**config.mk**
```make
export PLATFORM = sky130hd
export DESIGN_NAME = ctlreg_setclr
export DESIGN_NICKNAME = d
export VERILOG_FILES = /design/src/rtl/ctlreg_pkg.sv /design/src/rtl/ctlreg_decode.sv /design/src/rtl/ctlreg_cell.sv /design/src/rtl/ctlreg_readmux.sv /design/src/rtl/ctlreg_setclr.sv
export SDC_FILE = /design/constraint.sdc
export NUM_CORES = 1
export LEC_CHECK = 0
export BUFFER_PORTS_ARGS = -buffer_cell sky130_fd_sc_hd__buf_2
export CAP_MARGIN = 5
export CORE_UTILIZATION = 36
export CTS_CLUSTER_SIZE = 10
export DETAILED_ROUTE_END_ITERATION = 16
export PLACE_DENSITY = 0.73
export SLEW_MARGIN = 20
export SYNTH_ARGS = -nofsm -noshare
export SYNTH_HDL_FRONTEND = slang
export SYNTH_SLANG_ARGS = --single-unit
```
**constraint.sdc**
```tcl
create_clock -name clk -period 1.09 [get_ports clk]
set_input_delay 0.1635 -clock clk [delete_from_list [all_inputs] [get_ports clk]]
set_output_delay 0.1635 -clock clk [all_outputs]
set_load 0.005 [all_outputs]
```
**src/rtl/ctlreg_pkg.sv**
```systemverilog
package ctlreg_pkg;
   localparam int CTL_BITS       = 8;
   localparam int CTL_OFS_W      = $clog2(CTL_BITS) + 1;
   localparam int GP_BITS        = 3;
   localparam int IDX_FLASH_WE   = 3;
   localparam int IDX_SEC_FLASH  = 4;
   localparam int IDX_RAMDISK    = 5;
   localparam int IDX_VRAM       = 6;
   localparam int IDX_BOOT_RAM   = 7;
endpackage

```
**src/rtl/ctlreg_decode.sv**
```systemverilog
module ctlreg_decode #(
   parameter int NUM_BITS = 8,
   parameter int ADDR_W   = 4
) (
   input  logic                sel_i,
   input  logic                wr_en_i,
   input  logic [ADDR_W-1:0]   addr_i,
   output logic [NUM_BITS-1:0] set_o,
   output logic [NUM_BITS-1:0] clr_o
);
   localparam int IDX_W = ADDR_W - 1;

   if (ADDR_W != $clog2(NUM_BITS) + 1) begin : g_bad_addr_w
      $error("ctlreg_decode: ADDR_W must cover two offsets per bit");
   end
   if (NUM_BITS != (1 << $clog2(NUM_BITS))) begin : g_bad_bits
      $error("ctlreg_decode: NUM_BITS must be a power of two");
   end

   logic             wr_stb;
   logic [IDX_W-1:0] idx;

   assign wr_stb = sel_i & wr_en_i;
   assign idx    = addr_i[ADDR_W-1:1];

   for (genvar i = 0; i < NUM_BITS; i++) begin : g_pair
      logic hit;
      assign hit      = wr_stb & (idx == IDX_W'(i));
      assign set_o[i] = hit &  addr_i[0];
      assign clr_o[i] = hit & ~addr_i[0];
   end
endmodule

```
**src/rtl/ctlreg_cell.sv**
```systemverilog
module ctlreg_cell #(
   parameter bit RESET_ASYNC = 1'b1
) (
   input  logic clk,
   input  logic rst_n,
   input  logic set_i,
   input  logic clr_i,
   output logic q_o
);
   logic q_r;

   if (RESET_ASYNC) begin : g_async
      always_ff @(posedge clk or negedge rst_n) begin
         if (!rst_n)     q_r <= 1'b0;
         else if (set_i) q_r <= 1'b1;
         else if (clr_i) q_r <= 1'b0;
      end
   end else begin : g_sync
      always_ff @(posedge clk) begin
         if (!rst_n)     q_r <= 1'b0;
         else if (set_i) q_r <= 1'b1;
         else if (clr_i) q_r <= 1'b0;
      end
   end

   assign q_o = q_r;

   AST_SET_TAKES: assert property (@(posedge clk) disable iff (!rst_n)
      set_i |=> q_o);
   AST_CLR_TAKES: assert property (@(posedge clk) disable iff (!rst_n)
      (clr_i && !set_i) |=> !q_o);
   AST_CELL_HOLD: assert property (@(posedge clk) disable iff (!rst_n)
      (!set_i && !clr_i) |=> $stable(q_o));
endmodule

```
**src/rtl/ctlreg_readmux.sv**
```systemverilog
module ctlreg_readmux #(
   parameter int NUM_BITS = 8,
   parameter int ADDR_W   = 4,
   parameter int DATA_W   = 8
) (
   input  logic                rd_stb_i,
   input  logic [ADDR_W-1:0]   addr_i,
   input  logic [NUM_BITS-1:0] bits_i,
   output logic [DATA_W-1:0]   rdata_o
);
   localparam int IDX_W = ADDR_W - 1;

   if (DATA_W < 1) begin : g_bad_data_w
      $error("ctlreg_readmux: DATA_W must be at least 1");
   end

   logic [IDX_W-1:0] idx;
   assign idx = addr_i[ADDR_W-1:1];

   always_comb begin
      rdata_o = '0;
      if (rd_stb_i) rdata_o[0] = bits_i[idx];
   end
endmodule

```
**src/rtl/ctlreg_setclr.sv**
```systemverilog
module ctlreg_setclr
   import ctlreg_pkg::*;
#(
   parameter int DATA_W      = 8,
   parameter bit RESET_ASYNC = 1'b1
) (
   input  logic                clk,
   input  logic                rst_n,
   input  logic                sel,
   input  logic                wr_en,
   input  logic                rd_en,
   input  logic [CTL_OFS_W-1:0] addr,
   input  logic [DATA_W-1:0]   wdata,
   output logic [DATA_W-1:0]   rdata,
   output logic [GP_BITS-1:0]  gp_bits,
   output logic                flash_wr_en,
   output logic                sec_flash_sel,
   output logic                ramdisk_sel,
   output logic                vram_sel,
   output logic                boot_ram_sel
);
   if (GP_BITS != IDX_FLASH_WE) begin : g_bad_map
      $error("ctlreg_setclr: spare bits must sit below the mode bits");
   end

   logic [CTL_BITS-1:0] set_stb;
   logic [CTL_BITS-1:0] clr_stb;
   logic [CTL_BITS-1:0] bits;
   logic                unused_wdata;

   // store data plays no part in the update
   assign unused_wdata = ^wdata;

   ctlreg_decode #(.NUM_BITS(CTL_BITS), .ADDR_W(CTL_OFS_W)) u_decode (
      .sel_i   (sel),
      .wr_en_i (wr_en),
      .addr_i  (addr),
      .set_o   (set_stb),
      .clr_o   (clr_stb)
   );

   for (genvar i = 0; i < CTL_BITS; i++) begin : g_cell
      ctlreg_cell #(.RESET_ASYNC(RESET_ASYNC)) u_cell (
         .clk   (clk),
         .rst_n (rst_n),
         .set_i (set_stb[i]),
         .clr_i (clr_stb[i]),
         .q_o   (bits[i])
      );
   end

   ctlreg_readmux #(.NUM_BITS(CTL_BITS), .ADDR_W(CTL_OFS_W), .DATA_W(DATA_W)) u_readmux (
      .rd_stb_i (sel & rd_en),
      .addr_i   (addr),
      .bits_i   (bits),
      .rdata_o  (rdata)
   );

   assign gp_bits       = bits[GP_BITS-1:0];
   assign flash_wr_en   = bits[IDX_FLASH_WE];
   assign sec_flash_sel = bits[IDX_SEC_FLASH];
   assign ramdisk_sel   = bits[IDX_RAMDISK];
   assign vram_sel      = bits[IDX_VRAM];
   assign boot_ram_sel  = bits[IDX_BOOT_RAM];

   AST_ONE_BIT_PER_WRITE: assert property (@(posedge clk) disable iff (!rst_n)
      $countones(bits ^ $past(bits)) <= 1);
   AST_NO_STROBE_NO_CHANGE: assert property (@(posedge clk) disable iff (!rst_n)
      !(sel && wr_en) |=> $stable(bits));
endmodule

```
==> flow_summary.yaml <==
cells_and_area:
  top_library_cells_by_usage_in_the_layout_fill_and_taps_aside: "17 x buf_2, 8 x dfrtp_1, 8 x buf_4"
  layout.cells.most_common: "buf_2"
  finalInstanceArea_sq_um: 653.1
  area.sequential_sq_um: 200.2
  largest_reg_flops: 8
  diodes: 0
  area_growth_syn_to_fin_pct: 27.01
  n_fill_cell: 131
  final_layout_size_suffix_gt1_frac: 0.5135
  total_area_of_multi_input_combinational_cells_sq_um: 252.7
  nets: 93
grt:
  grt-ovfl-total: 0
  first_global_vias: 373
  maximum_number_of_pins_on_one_net_before_global_route_repair: 9
  wire_length_of_the_first_global_routing_pass_um: 1524
  grt_antenna_before_repair: 0
  global_route.usage.total: 0.1510
sta:
  final_report_max_slew_violation_count: 0
  max_freq_ghz: 0.6747
  hold_viol: 0
  final_period_minus_worst_setup_slack_ps: 1482
  post-route-period-util: 1.360
  rsz0062_at_grt: "true"
  setup_viol: 1
  final_critical_path_setup_slack_ps: -392.2
  worst_clock_skew_ps: 0
hold_path:
  worst_hold_path.endpoint: "g_cell[1].u_cell.q_o$_DFFE_PN0P_"
  min_path_type: "primary input to register"
  min_from: "addr[0]"
  number_of_stages_on_the_worst_hold_path: 2
die:
  initial_standard_cell_utilization_of_the_core: 0.3903
  fp.dieH_um: 39.80
  ios: 33
  die_width_um: 39.80
  core_area_sq_mm: 0.001318
  dieArea_sq_mm: 0.001584
  fp-row-count: 13
pwr:
  power_density_cells_mw_per_mm2: 1479
  share_comb_of_total_power: 0.350
  total_switching_power_uw: 265.4
  leakage_uw: 0.0003279
  peakVddDrop_v: 0.0007965
  internal_power_uw: 700.4
  power_switching_share: 0.2748
  fin_total_pwr_uw: 965.9
  power.share.sequential: 0.425
  part_of_the_power_in_the_clock_network: 0.225
clocking:
  clk_transition_reported_paths_ps: 50
  cts.sinks: 8
  h-tree-depth: 1
  clk_path_buf_depth: 2
  cts-root-buf: "clkbuf_4"
  tritoncts: "yes"
  post_cts.repair.setup_buffers: 0
  cts_inserted_buffers: 3
  worst_skew_pair.late_latency_ps: 250
synthesis:
  syn_avg_cell_area_sq_um: 10.28
  syn-instance-count: 50
  synth.yosys.warnings: 0
  post_synthesis_sequential_element_count: 8
  synth_sequential_area_ratio: 0.3893
  synthDistinctLibCells: 18
  dominant_cells_by_area_after_synthesis: "dfrtp_1 39%, mux2_2 15%, buf_4 15%, nor2_1 5.1%, mux4_2 4.4%"
  yosys.area.top_type: "dfrtp_1"
  synth_top_area_frac: 0.3893
  netlist_area_sq_um: 514.2
placement:
  dp_hpwl_um: 795.5
  placed_area_sq_um: 614.3
  detailedPlace.worstSlack_ps: -143.3
  port_buffers: 17
  finalWeightedCongestion: 0.6751
routing:
  wire_per_inst_um: 11.47
  drt_iter0_drc: 5
  detail_route.first_pass.iterations: 4
  vias: 429
  drt-vias-per-instance: 4.820
  detail_route.wirelength_um: 1021
  detail-route-antenna-nets: 0
  drc_violation_count_after_routing: 0
status:
  violated_checks: "setup timing"
  run_status: "complete, but fails checks"
critical_path:
  cp_data_arrival_time_ps: 1320
  ff2ff_path_depth: 2
  critical_path_class: "register to output pin"
  cp_data_required_time_ps: 930
  setup.worst_path.start_class: "register"
  crit_path_end_kind: "output pin"
  setup.reg_to_reg.worst_slack_ps: 190
  path_max_fanout: 2
  r2r_start: "g_cell[4].u_cell.q_o$_DFFE_PN0P_"
  critical_register_to_register_path_endpoint: "g_cell[4].u_cell.q_o$_DFFE_PN0P_"
run:
  cap_viol_max_count: 0
worst max-delay path, cell delays in order, from the launching register on:
cell and delay [ps]:
dfrtp_1 380, mux4_2 470, inv_2 60, a2bb2oi_2 40
buf_2 120
layer usage:
| metal | GRT usage | wire [um] | vias to the layer above | part of all wire |
|---|---|---|---|---|
| li1 | - | - | 206 | - |
| met1 | 0.1860 | 447 | 198 | 0.44 |
| met2 | 0.2418 | 507 | 23 | 0.50 |
| met3 | 0.03409 | 61 | 2 | 0.060 |
| met4 | 0.07759 | 5 | 0 | 0.0049 |
| met5 | 0 | 0 | - | 0 |
timing repair:
item                                    4_1_cts  5_1_grt
hold buffers                                  1        0
gates resized for setup                       1        1
hold endpoints to repair                      8        0
pin swaps                                     1        0
gates cloned                                  0        0
endpoints found under the setup margin        1        1
through the flow:
step,hold slack [ps],setup TNS (ps),std cells,util
after floorplan,-132.1,-24.74,56,-
final,247.3,-392.2,89,0.4957
after CTS,229.7,-415.1,89,0.4910
after detailed placement,22.98,-372.4,85,0.4663
after global placement,16.05,-241.8,85,0.4663
after global routing,245.1,-451.5,89,0.4957
synth_stat cells:
library cell / instances
a2bb2oi_1: 1
a31oi_1: 1
buf_4: 10
buf_6: 1
conb_1: 1
dfrtp_1: 8
inv_1: 1
mux2_1: 1
mux2_2: 7
mux2i_1: 1
mux4_2: 1
nand2_1: 2
nand2b_1: 2
nand3_1: 2
nand3b_1: 1
nor2_1: 7
nor3_1: 2
o32ai_1: 1
area by class of cell:
type / count / area share
repair buffers: 26 / 0.2375
inverters: 1 / 0.005747
clock buffers: 3 / 0.03448
well taps: 15 / 0.02874
multi-input cells: 36 / 0.3870
flip-flops and latches: 8 / 0.3065
kinds of logic (layout without fill, tap and decap cells):
logic type	Yosys count	count (layout)	share of synthesized area
mux	10	10	0.2384
simple gates	16	16	0.1436
other cells	1	7	0.007292
flops	8	8	0.3893
compound gates	3	3	0.04624
buf+inv	12	30	0.1752
worst max-delay path by stage:
stage | startpoint | slack (ps) | depth (start not counted) | end
finish | g_cell[4].u_cell.q_o$_DFFE_PN0P_ | -390 | 4 | rdata[0]
global route | g_cell[4].u_cell.q_o$_DFFE_PN0P_ | -450 | 4 | rdata[0]
CTS | g_cell[4].u_cell.q_o$_DFFE_PN0P_ | -420 | 4 | rdata[0]
detailed placement | g_cell[4].u_cell.q_o$_DFFE_PN0P_ | -140 | 4 | rdata[0]
global placement | g_cell[7].u_cell.q_o$_DFFE_PN0P_ | -130 | 4 | rdata[0]
floorplan | g_cell[7].u_cell.q_o$_DFFE_PN0P_ | -20 | 3 | rdata[0]
power by group through the flow:
stage	Sequential, uW	Clock (uW)	Combinational (uW)
floorplan	417	0	179
global placement	409	0	322
detailed placement	414	0	332
CTS	410	232	338
global route	415	250	378
finish	411	217	338
(Power assumes the default switching activity.)
